`src/rtl/lock_pkg.sv`:
```
package lock_pkg;
    typedef enum logic [2:0] {
        ST_WAIT_D1     = 3'd0,
        ST_WAIT_D2     = 3'd1,
        ST_WAIT_D2_BAD = 3'd2,
        ST_OPEN        = 3'd3,
        ST_PROG1       = 3'd4,
        ST_PROG2       = 3'd5,
        ST_ERROR       = 3'd6
    } lock_state_t;
endpackage

```
`src/rtl/lock_enter_edge.sv`:
```
module lock_enter_edge (
    input  logic clk,
    input  logic rst,
    input  logic btn,
    output logic pulse
);
    logic btn_q;
    logic btn_prev;

    always_ff @(posedge clk) begin
        if (rst) begin
            btn_q    <= 1'b0;
            btn_prev <= 1'b0;
        end else begin
            btn_q    <= btn;
            btn_prev <= btn_q;
        end
    end

    assign pulse = btn_q & ~btn_prev;
endmodule

```
`src/rtl/lock_code_store.sv`:
```
module lock_code_store #(
    parameter int DIGIT_W = 2,
    parameter logic [DIGIT_W-1:0] DEF_FIRST  = 2'b11,
    parameter logic [DIGIT_W-1:0] DEF_SECOND = 2'b01
) (
    input  logic               clk,
    input  logic               load_default,
    input  logic               wr_first,
    input  logic               wr_second,
    input  logic [DIGIT_W-1:0] wr_data,
    output logic [DIGIT_W-1:0] first_digit,
    output logic [DIGIT_W-1:0] second_digit
);
    always_ff @(posedge clk) begin
        if (load_default) begin
            first_digit  <= DEF_FIRST;
            second_digit <= DEF_SECOND;
        end else begin
            if (wr_first)  first_digit  <= wr_data;
            if (wr_second) second_digit <= wr_data;
        end
    end
endmodule

```
`src/rtl/lock_fsm.sv`:
```
module lock_fsm
    import lock_pkg::*;
#(
    parameter int DIGIT_W = 2
) (
    input  logic               clk,
    input  logic               rst,
    input  logic               step,
    input  logic [DIGIT_W-1:0] code,
    input  logic [DIGIT_W-1:0] first_digit,
    input  logic [DIGIT_W-1:0] second_digit,
    output logic               wr_first,
    output logic               wr_second,
    output lock_state_t        state,
    output logic               is_open,
    output logic               is_prog1,
    output logic               is_prog2,
    output logic               is_error
);
    lock_state_t next_state;

    always_ff @(posedge clk) begin
        if (rst) state <= ST_WAIT_D1;
        else     state <= next_state;
    end

    always_comb begin
        next_state = state;
        wr_first   = 1'b0;
        wr_second  = 1'b0;
        if (step) begin
            unique case (state)
                ST_WAIT_D1:     next_state = (code == first_digit)  ? ST_WAIT_D2 : ST_WAIT_D2_BAD;
                ST_WAIT_D2:     next_state = (code == second_digit) ? ST_OPEN    : ST_ERROR;
                ST_WAIT_D2_BAD: next_state = ST_ERROR;
                ST_OPEN:        next_state = ST_PROG1;
                ST_PROG1: begin
                    wr_first   = 1'b1;
                    next_state = ST_PROG2;
                end
                ST_PROG2: begin
                    wr_second  = 1'b1;
                    next_state = ST_OPEN;
                end
                ST_ERROR:       next_state = ST_WAIT_D1;
                default:        next_state = ST_WAIT_D1;
            endcase
        end
    end

    always_comb begin
        is_open  = 1'b0;
        is_prog1 = 1'b0;
        is_prog2 = 1'b0;
        is_error = 1'b0;
        unique case (state)
            ST_OPEN:  is_open  = 1'b1;
            ST_PROG1: is_prog1 = 1'b1;
            ST_PROG2: is_prog2 = 1'b1;
            ST_ERROR: is_error = 1'b1;
            default:  ;
        endcase
    end
endmodule

```
`src/rtl/combo_lock.sv`:
```
module combo_lock
    import lock_pkg::*;
#(
    parameter int DIGIT_W = 2,
    parameter logic [DIGIT_W-1:0] DEF_FIRST  = 2'b11,
    parameter logic [DIGIT_W-1:0] DEF_SECOND = 2'b01
) (
    input  logic               clk,
    input  logic               rst,
    input  logic [DIGIT_W-1:0] code_in,
    input  logic               enter_btn,
    input  logic               combo_reset,
    output logic               open_o,
    output logic               led_open,
    output logic               led_prog1,
    output logic               led_prog2,
    output logic               led_error,
    output logic [2:0]         state_dbg
);
    logic               enter_pulse;
    logic               wr_first;
    logic               wr_second;
    logic [DIGIT_W-1:0] first_digit;
    logic [DIGIT_W-1:0] second_digit;
    lock_state_t        cur_state;
    logic               is_open;

    lock_enter_edge u_edge (
        .clk   (clk),
        .rst   (rst),
        .btn   (enter_btn),
        .pulse (enter_pulse)
    );

    lock_code_store #(
        .DIGIT_W    (DIGIT_W),
        .DEF_FIRST  (DEF_FIRST),
        .DEF_SECOND (DEF_SECOND)
    ) u_store (
        .clk          (clk),
        .load_default (combo_reset),
        .wr_first     (wr_first),
        .wr_second    (wr_second),
        .wr_data      (code_in),
        .first_digit  (first_digit),
        .second_digit (second_digit)
    );

    lock_fsm #(.DIGIT_W(DIGIT_W)) u_fsm (
        .clk          (clk),
        .rst          (rst),
        .step         (enter_pulse),
        .code         (code_in),
        .first_digit  (first_digit),
        .second_digit (second_digit),
        .wr_first     (wr_first),
        .wr_second    (wr_second),
        .state        (cur_state),
        .is_open      (is_open),
        .is_prog1     (led_prog1),
        .is_prog2     (led_prog2),
        .is_error     (led_error)
    );

    assign open_o    = is_open;
    assign led_open  = is_open;
    assign state_dbg = cur_state;
endmodule

```
`config.mk`:
```
export PLATFORM = sky130hd
export DESIGN_NAME = combo_lock
export DESIGN_NICKNAME = d
export VERILOG_FILES = /design/src/rtl/lock_pkg.sv /design/src/rtl/lock_enter_edge.sv /design/src/rtl/lock_code_store.sv /design/src/rtl/lock_fsm.sv /design/src/rtl/combo_lock.sv
export SDC_FILE = /design/constraint.sdc
export NUM_CORES = 1
export LEC_CHECK = 0
export BUFFER_PORTS_ARGS = -buffer_cell sky130_fd_sc_hd__buf_2
export CELL_PAD_IN_SITES_DETAIL_PLACEMENT = 1
export CELL_PAD_IN_SITES_GLOBAL_PLACEMENT = 1
export CORE_MARGIN = 4
export CORE_UTILIZATION = 30
export DETAILED_ROUTE_END_ITERATION = 10
export GPL_TIMING_DRIVEN = 0
export MAX_ROUTING_LAYER = met4
export PLACE_DENSITY = 0.78
export SLEW_MARGIN = 30
export SYNTH_ARGS = -nofsm -noshare
export SYNTH_HDL_FRONTEND = slang
export SYNTH_SLANG_ARGS = --single-unit
```
`constraint.sdc`:
```
create_clock -name clk -period 1.38 [get_ports clk]
set_clock_uncertainty 0.05 [all_clocks]
set_input_delay 0.345 -clock clk [delete_from_list [all_inputs] [get_ports clk]]
set_output_delay 0.345 -clock clk [all_outputs]
set_load 0.02 [all_outputs]
```
==> results list, run 1 <==
* Antenna violations before repair: 0
- Port-buffer cells: 13
- Min Hold Slack: 0.244 ns
* Placed Instance Area: 553 um^2
- Parity-gate share of the synthesized area counting xor and xnor cells: 9.14%
* Arrival time reported for the critical path endpoint: 1.09 ns
- Synthesis produced a netlist with a net count of 60.
- Sum Neg Setup Slack: -0.358 ns
- The root buffer cell chosen for the clock tree is sky130_fd_sc_hd__clkbuf_4.
- Clock-pin slew on the worst setup and hold paths: 0.06 ns
- The run finished, with violations left.
- Combinational family with the most area after synthesis: simple AND/OR/NAND/NOR gates
- Vias in the first global route: 473
- Post-synth top area share: 38.7%
- After floorplanning, the core was sized to cover 1380 um^2.
- Post-layout net count: 88
- Height of the chip: 47.4 um
- Io pins: 14
* Number of library cell types mapped by synthesis: 22
- Number of hold violations in the final report: 0
* Critical path class: register to output pin
- Using the TritonRoute via totals, the vias-per-cell ratio works out to 5.07.
* Detailed-placement wirelength estimate: 783 um
- Worst reg2reg path startpoint: u_fsm.state[0]$_SDFFE_PP0N_
- For this run, the register share of the synthesized area comes to 38.7%.
* Count of non-filler cells in the finished layout: 96
- For this configuration, the core starts out at a cell density of 33.7%.
- After global routing the overflow that remains totals 0.
* Total global routing track utilization: 14.0%
- After synthesis, the share of cell area in mux cells is 4.30%.
- STA classifies the critical path endpoint as an output pin.
- Layout Cell Area excl Fill: 748 um^2
- Worst slew slack as a fraction of its limit: 80.7%
- The clock drives 9 sinks.
- Counting every instance in the synthesized netlist gives 54.
* Flop2flop setup slack: -0.06 ns
* Pins Over Slew Limit: 0
- The tool flagged a number of max-cap violations equal to 0.
* Tightest Pin Transition: 0.288 ns
- Global-route wire length before repair: 2050 um
- Total of hold buffers inserted after clock tree synthesis: 0
- Summing the areas of all compound-gate instances in the mapped netlist gives 11.3% of the synthesized area.
- Measured along the x axis, the die boundary spans 47.4 um.
- Post-route worst setup slack: -0.101 ns
- DRC viols: 0
- For this design the static power due to leakage is 0.313 nW.
- Subtracting the final worst setup slack from the clock period gives 1.48 ns.
- Dividing the detail-routed wire length by the instance count gives 13.6 um.
- Power per unit of standard cell area: 833 nW/um^2
- Routability-driven placement finished with a final weighted congestion of 0.781.
- VDD sags by at most 0.620 mV.
* Number of buffers created by CTS: 3
* Starting DRC count in detailed routing: 11
* Count of state elements after synthesis: 9
* Worst flop-to-flop path endpoint: u_fsm.state[2]$_SDFFE_PP0N_
- TritonCTS built the clock tree.
- Ranked by total cell area, the synthesized netlist is headed by sky130_fd_sc_hd__dfxtp_1, sky130_fd_sc_hd__xor2_1, sky130_fd_sc_hd__a21oi_1, sky130_fd_sc_hd__nor2_1, sky130_fd_sc_hd__mux2i_1.
- Unrepaired setup endpoints after global routing: yes
- Die Outline Area: 2250 um^2
- CTS built an H-tree with a depth of 1.
- Final core occ: 54.1%
- Worst min path class: primary input to register
- For this run, the number of Yosys warnings is 0.
- For hold timing, the worst endpoint is u_edge.btn_q$_SDFF_PP0_.
- Total power for the finished layout comes to 624 uW.
- For the worst-skew pair, the clock arrives at the later sink with an insertion delay of 0.26 ns.
- Once placement completed, the tool counted placed cells totaling 82.
* Number of endpoints failing setup at the final stage: 5
- The synthesized netlist devotes 34.1% of its cell area to simple gates.
* Mean instance size in the synthesized netlist: 8.62 um^2
- Maximum net fanout on the critical path: 4
- Counting along the longest clock path gives a buffer depth of 2.
- Synth-to-layout area growth: 60.8%
* Total number of vias: 487
- OpenSTA, run right after detailed placement, puts the worst setup slack at -0.110 ns.
* Site Rows: 13
- WL final: 1300 um
* Ant diodes: 0
- Most frequent cells in the layout: sky130_fd_sc_hd__buf_6, sky130_fd_sc_hd__buf_2, sky130_fd_sc_hd__buf_4
* Maximum number of pins on one net before global-route repair: 9
* Post-synthesis adder-cell area fraction: 0%
- Cells with a size suffix above 1 make up 54.3% of the layout.
* Violations in the final reports: negative setup slack
- Maximum frequency from static timing analysis: 675 MHz
- The worst hold path begins at enter_btn.
- In this run the remaining antenna-violating nets after routing total 0.
- Post-Syn Area: 465 um^2
- Largest area contributor in the netlist: sky130_fd_sc_hd__dfxtp_1
- The final critical path takes up 107% of the cycle.
- The first detailed-routing pass ran for 4 iterations.
* Critical Path Source Type: register
* Required arrival time at the worst endpoint: 0.99 ns
- The worst hold path passes through 2 cells.
* Number of cells on the worst reg-to-reg path: 6
sequential cells by signal (all words and copies together) (netlist names):
register / cells
u_store.first_digit: 2
u_store.second_digit: 2
u_edge.btn_q: 1
u_edge.btn_prev: 1
u_fsm.state: 3
logic make-up after synthesis:
logic type	Yosys count
AO/OA/AOI/OAI	10
XOR/XNOR	4
buffers and inverters	2
flip-flops	9
multiplexers	2
AND/OR/NAND/NOR	27
how the worst max path moves through the flow:
| stage | from | to | slack [ns] | cells after the start |
|---|---|---|---|---|
| CTS | u_fsm.state[0]$_SDFFE_PP0N_ | led_prog2 | -0.13 | 5 |
| floorplan | u_fsm.state[0]$_SDFFE_PP0N_ | led_prog1 | 0.0005 | 2 |
| detailed placement | code_in[0] | u_fsm.state[1]$_SDFFE_PP0N_ | -0.11 | 5 |
| global route | u_fsm.state[1]$_SDFFE_PP0N_ | led_prog1 | -0.13 | 3 |
| finish | u_fsm.state[0]$_SDFFE_PP0N_ | led_prog1 | -0.10 | 3 |
| global placement | code_in[0] | u_fsm.state[1]$_SDFFE_PP0N_ | -0.11 | 5 |
cell usage after synthesis (all sizes together):
cell type,instances
a211oi,1
a21oi,5
and3,1
buf,1
dfxtp,9
inv,1
mux2i,2
nand2,3
nand2b,4
nand3,1
nand3b,2
nor2,6
nor2b,3
nor3,4
o21ai,4
or2,1
or3,1
or4,1
xor2,4
worst max-delay path: stages (launching register included):
cell	delay (ns)
sky130_fd_sc_hd__dfxtp_4	0.36
sky130_fd_sc_hd__or2_4	0.26
sky130_fd_sc_hd__nor2_4	0.09
sky130_fd_sc_hd__buf_6	0.12
repair_timing:
item,CTS,global route
resized for setup,22,7
setup buffers,9,2
setup endpoints to repair,5,8
hold endpoints to repair,0,0
pin swaps,2,3
where the power goes:
group	leakage, nW	switching [mW]	total, mW	internal (mW)
sequential	0.0756	0.0112	0.278	0.266
combinational	0.222	0.0688	0.140	0.0709
clock	0.0150	0.0948	0.206	0.112
layout make-up:
cell class | instances | area, um^2
multi-input cells | 43 | 315
plain buffers | 1 | 11.3
repair buffers | 23 | 179
fillers | 171 | 634
well taps | 15 | 18.8
clock buffers | 4 | 26.3
flip-flops and latches | 9 | 191
inverters | 1 | 6.26
per-layer routing:
metal / GRT usage, % / part of all wire [%] / vias up / wire length, um
met5: - / 0 / - / 0
met1: 15.8 / 44 / 230 / 576
met3: 3.07 / 6.8 / 4 / 88
met4: 8.29 / 2.8 / 0 / 37
li1: - / - / 237 / -
met2: 22.2 / 46 / 16 / 599
(Power assumes the default switching activity.)
==> run 2, diff against run 1 <==
==> constraint.sdc (replaced) <==
create_clock -name clk -period 1.35 [get_ports clk]
set_clock_uncertainty 0.05 [all_clocks]
set_input_delay 0.3375 -clock clk [delete_from_list [all_inputs] [get_ports clk]]
set_output_delay 0.3375 -clock clk [all_outputs]
set_load 0.02 [all_outputs]
==> results list, run 2 (synthesis results as in run 1) <==
- The flow ran to the end, but the final reports show violations.
* Violations in the final reports: negative setup slack
- DP Worst Slack: -0.131 ns (-0.0212 ns)
- The final cell count without fillers came to 97 (+1.0%).
- The worst hold margin was 0.207 ns (-0.0364 ns).
- Worst slew slack as a fraction of its limit: 84.1% (+3.3 points)
* Post-route worst setup slack: -0.145 ns (-0.0443 ns)
- Maximum frequency from static timing analysis: 669 MHz
* Maximum number of pins on one net before global-route repair: 8 (-1)
* Number of hold violations in the final report: 0 (unchanged)
* Global-route wire length before repair: 2070 um (+1.0%)
- The largest registers in the layout are u_fsm.state x3, u_store.first_digit x2, u_store.second_digit x2.
- The final count of negative-setup-slack endpoints was 6 (+1).
* Detailed-placement wirelength estimate: 814 um (+4.0%)
- The number of inserted filler cells in the final layout is 161 (-5.8%).
- Buffer type at the clock tree root: sky130_fd_sc_hd__clkbuf_4
- Worst min path class: primary input to register
- Number of antenna-violating nets in the routed design: 0 (unchanged)
- Clock-pin slew on the worst setup and hold paths: 0.07 ns (about the same)
- Hold_sp: combo_reset
* Shortest clock period the worst path allows after layout: 1.49 ns
- Most common cell after layout, fill and taps aside: sky130_fd_sc_hd__buf_6
- The post-route cell area is 785 um^2 (+4.8%).
- Pins Over Slew Limit: 0 (unchanged)
- Slowest cell on crit path: sky130_fd_sc_hd__dfxtp_4
- Number of flip-flops in the largest register: 3 (unchanged)
- Cells along the critical path: or2_4 > nor2_4 > buf_6
- The cell area after placement is 556 um^2 (+0.45%).
- The worst setup path is of the register to output pin kind.
- The number of vias after detailed routing was 502 (+3.1%).
* Total area of multi-input combinational cells: 323 um^2 (+2.4%)
- Maximum clock insertion buffer count: 2 (unchanged)
- The peak ir drop on the vdd network is 0.544 mV (-12%).
- Area used by sequential logic in the layout: 193 um^2 (+0.65%)
- STA classifies the critical path endpoint as an output pin.
- Initial Utilization: 33.7% (unchanged)
- The post-route setup TNS came to -0.392 ns (-0.0339 ns).
* Register with the highest flop count: u_fsm.state
- The count of placed standard cells including taps is 82 (unchanged).
- TritonCTS clock tree: yes
* Clock network latency to the later pin of the worst-skew pair: 0.27 ns (about the same)
* Antenna violations before repair: 0 (unchanged)
- Routability-driven placement congestion ratio: 0.783 (+0.26%)
* Most frequent cells in the layout: sky130_fd_sc_hd__buf_6, sky130_fd_sc_hd__buf_4, sky130_fd_sc_hd__buf_2
* Overall overflow remaining after global route: 0 (unchanged)
* Starting DRC count in detailed routing: 4 (-7)
- The fraction of final layout cells sized beyond drive strength 1 was 57.3% (+3.0 points).
- Max-Cap Viols: 0 (unchanged)
- From synthesis to final layout, the design area changed by 68.5%.
- The total of hold buffers inserted after clock tree synthesis came to 0 (unchanged).
- The number of sinks on the clock net was 9 (unchanged).
- The number of nets in the final layout is 89 (+1.1%).
- Via-to-Cell Ratio: 5.18 (+2.0%)
- The total wire length came to 1320 um (+1.6%).
- The width of the chip came to 47.4 um (unchanged).
- Critical Path Max Stage Delay: 0.37 ns (about the same)
- The most critical setup path has its startpoint at u_fsm.state[1]$_SDFFE_PP0N_.
- Maximum net fanout on the critical path: 7 (+3)
- DRC viols: 0 (unchanged)
* DR pass1 iterations: 2 (-2)
- Setup repair after global routing could not meet its margin everywhere.
- The count of buffers from port buffering came to 13 (unchanged).
- WL per Instance: 13.6 um (+0.57%)
- The worst setup path is launched from a register.
- The area of the die came to 2250 um^2 (unchanged).
- The number of rows created at floorplan was 13 (unchanged).
- Leakage component of the power: 0.323 nW (+3.4%)
* Period Utilization, post-route: 111%
- Vias in the first global route: 468 (-1.1%)
- Power per unit of standard cell area: 830 nW/um^2 (-0.46%)
- The area of the core was 1380 um^2 (unchanged).
* Total global routing track utilization: 13.7% (-0.26 points)
- The slew of the pin with the lowest slew margin was 0.238 ns (-0.0499 ns).
- The die boundary height came to 47.4 um (unchanged).
* Io pins: 14 (unchanged)
- The TritonCTS buffer count is 3 (unchanged).
* Arrival time reported for the critical path endpoint: 1.11 ns (+0.02 ns)
- In this run the critical register-to-register path is launched from u_fsm.state[2]$_SDFFE_PP0N_.
- The worst path required time is 0.96 ns (-0.03 ns).
- The number of diodes came to 0 (unchanged).
* Number of H-tree levels: 1 (unchanged)
[run 2: cell type report]
type	count	area share [%]
Multi-Input combinational cell	43	41.1
Sequential cell	9	24.6
Clock buffer	4	3.35
Tap cell	15	2.39
Timing Repair Buffer	24	26.3
Inverter	1	0.797
Buffer	1	1.44
[run 2: layer usage]
layer  track usage, %  vias up  share of wire [%]
li1                 -      244                  -
met1             17.3      240                 48
met2             20.9       13                 46
met3             2.30        5                4.7
met4             6.63        0                1.7
met5                -        -                  0
[run 2: metrics by stage]
| stage | power (mW) | utilization [%] |
|---|---|---|
| after CTS | 0.624 | 51.2 |
| final | 0.651 | 56.7 |
| after global routing | 0.677 | 56.7 |
| after detailed placement | 0.378 | 40.2 |
| after global placement | 0.376 | 40.2 |
| after floorplan | 0.346 | - |
[run 2: critical path, delay by kind of cell (launching register included)]
| kind | cells | cell delay, ns |
|---|---|---|
| and+or+nand+nor | 2 | 0.35 |
| buffers and inverters | 1 | 0.12 |
| DFF | 1 | 0.37 |
[run 2: worst paths after layout]
path | endpoint | slack [ns] | depth (start not counted)
min | u_store.second_digit[1]$_SDFFE_PP0P_ | 0.21 | 2
max | led_prog1 | -0.14 | 3
max reg2reg | u_store.second_digit[1]$_SDFFE_PP0P_ | 0.03 | 7
min reg2reg | u_store.second_digit[1]$_SDFFE_PP0P_ | 0.43 | 2
[run 2: where the power goes]
| part | leakage [nW] | switching, mW | total, mW | internal [mW] |
|---|---|---|---|---|
| registers | 0.0761 | 0.0139 | 0.286 | 0.272 |
| clock network | 0.0150 | 0.107 | 0.221 | 0.114 |
| logic | 0.232 | 0.0672 | 0.144 | 0.0764 |
[run 2: repair_timing]
| action | 4_1_cts | 5_1_grt |
|---|---|---|
| pin swaps | 5 | 7 |
| hold endpoints to repair | 0 | 0 |
| buffers inserted | 9 | 2 |
| setup endpoints to repair | 6 | 13 |
| resized for setup | 20 | 17 |
==> run 3, diff against run 2 <==
--- a/config.mk
+++ b/config.mk
@@ -9,12 +9,13 @@
 export CELL_PAD_IN_SITES_DETAIL_PLACEMENT = 1
 export CELL_PAD_IN_SITES_GLOBAL_PLACEMENT = 1
 export CORE_MARGIN = 4
-export CORE_UTILIZATION = 30
+export CORE_UTILIZATION = 31
 export DETAILED_ROUTE_END_ITERATION = 10
 export GPL_TIMING_DRIVEN = 0
 export MAX_ROUTING_LAYER = met4
-export PLACE_DENSITY = 0.78
+export PLACE_DENSITY = 0.8
 export SLEW_MARGIN = 30
 export SYNTH_ARGS = -nofsm -noshare
 export SYNTH_HDL_FRONTEND = slang
+export SYNTH_HIERARCHICAL = 1
 export SYNTH_SLANG_ARGS = --single-unit
==> results list, run 3 <==
* Flop2flop setup slack: -0.07 ns (-0.10 ns)
- In this run the critical register-to-register path is launched from u_fsm/state[1]$_SDFFE_PP0P_.
* Vias in the first global route: 445 (-4.9%)
* Portion of the post-synthesis area used by sequential elements: 38.9% (+0.21 points)
- The number of antenna violations at the first check in global routing was 0 (unchanged).
* DR pass1 iterations: 2 (unchanged)
- The largest net degree at the start of global routing is 8 (unchanged).
* Cells taking the most area after synthesis: sky130_fd_sc_hd__dfxtp_1, sky130_fd_sc_hd__xor2_1, sky130_fd_sc_hd__nor2b_1, sky130_fd_sc_hd__nor3_2, sky130_fd_sc_hd__a211o_1
- The summed instance area of the synthesized netlist was 463 um^2 (-0.54%).
- The number of inserted filler cells in the final layout is 159 (-1.2%).
* Count of non-filler cells in the finished layout: 88 (-9.3%)
- The fmax came to 669 MHz (about the same).
- Among cell families on the critical path, the largest total delay comes from flip-flops.
* Arrival time reported for the critical path endpoint: 1.11 ns (about the same)
- The checks that failed: negative setup slack.
- Overall overflow remaining after global route: 0 (unchanged)
- Clock network latency to the later pin of the worst-skew pair: 0.26 ns (about the same)
- WL per Instance: 14.0 um (+2.9%)
* Critical Path Source Type: register
- The count of buffers from port buffering is 13 (unchanged).
- Critical path buffers and inverters: 1 (unchanged)
- sky130_fd_sc_hd__dfxtp_1 is the most common cell in the netlist.
- The worst path required time is 0.96 ns (about the same).
* Placed cell count: 79 (-3.7%)
- Number of clock sinks seen by CTS: 9 (unchanged)
- Number of antenna-violating nets in the routed design: 0 (unchanged)
* Routability-driven placement congestion ratio: 0.656 (-16%)
- Via-to-Cell Ratio: 4.92 (-4.9%)
- Worst flop-to-flop path endpoint: u_store/first_digit[1]$_SDFFE_PP1P_
- Cells along the critical path: or2_4 > nor2_4 > buf_6
- Most used standard cells in the synthesized netlist: sky130_fd_sc_hd__dfxtp_1, sky130_fd_sc_hd__nor2_1, sky130_fd_sc_hd__nor2b_1, sky130_fd_sc_hd__xor2_1
- The area of the core was 1350 um^2 (-2.4%).
* Unrepaired setup endpoints after global routing: yes
* WL final: 1240 um (-6.7%)
- The net count after synthesis is 57 (-5.0%).
- The peak fanout along the critical path came to 5 (-2).
- The post-route setup TNS was -0.561 ns (-0.169 ns).
* Most frequent cells in the layout: sky130_fd_sc_hd__buf_2, sky130_fd_sc_hd__buf_4, sky130_fd_sc_hd__dfxtp_1
* Count of state elements after synthesis: 9 (unchanged)
* Fraction of final layout cells with drive strength greater than 1: 53.4% (-3.9 points)
- Number of cells on the worst hold path: 2 (unchanged)
* Critical path class: register to output pin
- Site Rows: 13 (unchanged)
* Critical Path Max Stage Delay: 0.37 ns (about the same)
- Number of enable flip-flop cells after synthesis: 0 (unchanged)
- Number of H-tree levels: 1 (unchanged)
* Mean instance size in the synthesized netlist: 9.08 um^2 (+5.3%)
- The global router's overall resource usage is 13.9% (+0.16 points).
- The path class of the tightest hold or removal check is primary input to register.
- The number of violations of the max-capacitance limit is 0 (unchanged).
- The number of vias after detailed routing is 433 (-14%).
- The global-route wire length before repair is 1990 um (-3.7%).
- Post-synth top area share: 38.9% (+0.21 points)
- Critical path depth in cells: 3 (unchanged)
* DRC viols: 0 (unchanged)
* TritonCTS clock tree: yes
- Worst slew slack as a fraction of its limit: 76.3% (-7.8 points)
- Buffer type at the clock tree root: sky130_fd_sc_hd__clkbuf_4
- Main synth FF type: sky130_fd_sc_hd__dfxtp_1
- The number of diodes came to 0 (unchanged).
- Slowest cell on crit path: sky130_fd_sc_hd__dfxtp_4
- The leakage power figure came to 0.277 nW (-14%).
* Number of flip-flops in the largest register: 3 (unchanged)
* Post-layout net count: 80 (-10%)
* Number of cells on the worst reg-to-reg path: 6 (-1)
- Status: finished with violations
- The area growth from synthesis to layout is 48.6%.
- Pins Over Slew Limit: 0 (unchanged)
- Endpoint class of the critical path: output pin
- The number of distinct library cell variants in the gate-level netlist after synthesis is 22 (unchanged).
* Register with the highest flop count: u_fsm/state
* Io pins: 14 (unchanged)
- Power per unit of standard cell area: 975 nW/um^2 (+18%)
* Most common cell after layout, fill and taps aside: sky130_fd_sc_hd__buf_2
- The peak ir drop on the vdd network was 0.555 mV (+2.0%).
* Number of buffers created by CTS: 3 (unchanged)
- The maximum number of buffers from clock root to sink is 2 (unchanged).
* Largest registers: u_fsm/state x3, u_store/first_digit x2, u_store/second_digit x2
- The effective utilization at floorplan came to 34.3% (+0.63 points).
- The synthesized instance count was 51 (-5.6%).
- The clock-pin slew on the worst setup and hold paths came to 0.06 ns (about the same).
* Number of endpoints failing setup at the final stage: 8 (+2)
- Worst setup path startpoint: u_fsm/state[1]$_SDFFE_PP0P_
- The final worst-path cycle share is 111% (about the same).
- Largest area contributor in the netlist: sky130_fd_sc_hd__dfxtp_1
- The slew of the pin with the lowest slew margin was 0.354 ns (+0.116 ns).
- Die Outline Area: 2180 um^2 (-3.1%)
- Worst setup path end: led_prog1
- The final count of hold timing violations is 0 (unchanged).
- The worst path setup slack after routing was -0.144 ns (+0.000794 ns).
- DIE WIDTH: 46.6 um (-1.6%)
- Shortest clock period the worst path allows after layout: 1.49 ns (-0.000794 ns)
* Synth warnings: 6 (+6)
- Detailed-placement wirelength estimate: 885 um (+8.8%)
* Fraction of registers with async set or reset after synthesis: 0% (unchanged)
- The DRC violation total after the first TritonRoute iteration came to 2 (-2).
- Height of the chip: 46.6 um (-1.6%)
run 3: worst min-delay path by stage:
stage	slack [ns]	from	to
2_1_floorplan	0.35	rst	u_fsm/state[0]$_SDFFE_PP0P_
3_3_place_gp	0.40	u_edge/btn_q$_SDFF_PP0_	u_edge/btn_prev$_SDFF_PP0_
3_5_place_dp	0.40	u_edge/btn_q$_SDFF_PP0_	u_edge/btn_prev$_SDFF_PP0_
4_1_cts	0.23	combo_reset	u_store/second_digit[1]$_SDFFE_PP0P_
5_1_grt	0.23	combo_reset	u_store/second_digit[1]$_SDFFE_PP0P_
6_report	0.23	combo_reset	u_store/second_digit[1]$_SDFFE_PP0P_
run 3: timing repair:
| action | in CTS | in global routing |
|---|---|---|
| hold endpoints to repair | 0 | 0 |
| hold buffers | 0 | 0 |
| setup buffers | 5 | 0 |
| pin swaps | 3 | 5 |
| setup endpoints to repair | 9 | 11 |
| resized for setup | 10 | 6 |
run 3: where the power goes:
group | total, mW | switching (mW) | internal, mW | leakage [nW]
Clock | 0.209 | 0.0953 | 0.114 | 0.0150
Combinational | 0.162 | 0.0838 | 0.0787 | 0.186
Sequential | 0.299 | 0.0208 | 0.279 | 0.0757
Total | 0.671 | 0.200 | 0.471 | 0.277
run 3: cell type report:
type / instances / area, um^2 / area share [%]
buffer: 1 / 7.51 / 1.09
clock buffer: 4 / 26.3 / 3.82
inverter: 1 / 5.00 / 0.727
multi-input combinational: 40 / 309 / 44.9
sequential: 9 / 191 / 27.8
tap: 15 / 18.8 / 2.73
timing repair buffer: 18 / 130 / 18.9
run 3: logic make-up (layout without fill, tap and decap cells):
group | count (synthesis) | count (layout) | synth area share [%]
buffers and inverters | 2 | 24 | 2.43
AO/OA/AOI/OAI | 8 | 8 | 13.2
AND/OR/NAND/NOR | 26 | 26 | 33.5
multiplexers | 2 | 2 | 4.32
flip-flops | 9 | 9 | 38.9
XOR/XNOR | 4 | 4 | 7.57
run 3: worst register-to-register path, stage by stage (launching register included):
cell and delay, ns:
sky130_fd_sc_hd__dfxtp_4 0.37, sky130_fd_sc_hd__or2_4 0.26, sky130_fd_sc_hd__nor2_4 0.09, sky130_fd_sc_hd__buf_4 0.12
sky130_fd_sc_hd__and2_4 0.15, sky130_fd_sc_hd__nor2b_1 0.05, sky130_fd_sc_hd__a211o_1 0.23
run 3: stage by stage:
| step | utilization, % | cell area, um^2 | setup slack (ns) | hold WS, ns | total power, mW |
|---|---|---|---|---|---|
| detailed placement | 42.0 | 567 | -0.0422 | 0.398 | 0.424 |
| CTS | 49.0 | 662 | -0.141 | 0.230 | 0.659 |
| floorplan | - | 483 | -0.0653 | 0.348 | 0.380 |
| finish | 51.0 | 688 | -0.144 | 0.228 | 0.671 |
| global route | 51.0 | 688 | -0.190 | 0.232 | 0.709 |
| global placement | 42.0 | 567 | -0.0243 | 0.400 | 0.418 |
run 3: routing by layer:
| metal | track usage [%] | vias up | part of all wire, % |
|---|---|---|---|
| met5 | - | - | 0 |
| met4 | 6.63 | 0 | 0 |
| met3 | 2.34 | 0 | 3.8 |
| met2 | 24.2 | 9 | 53 |
| met1 | 15.0 | 203 | 43 |
| li1 | - | 221 | - |
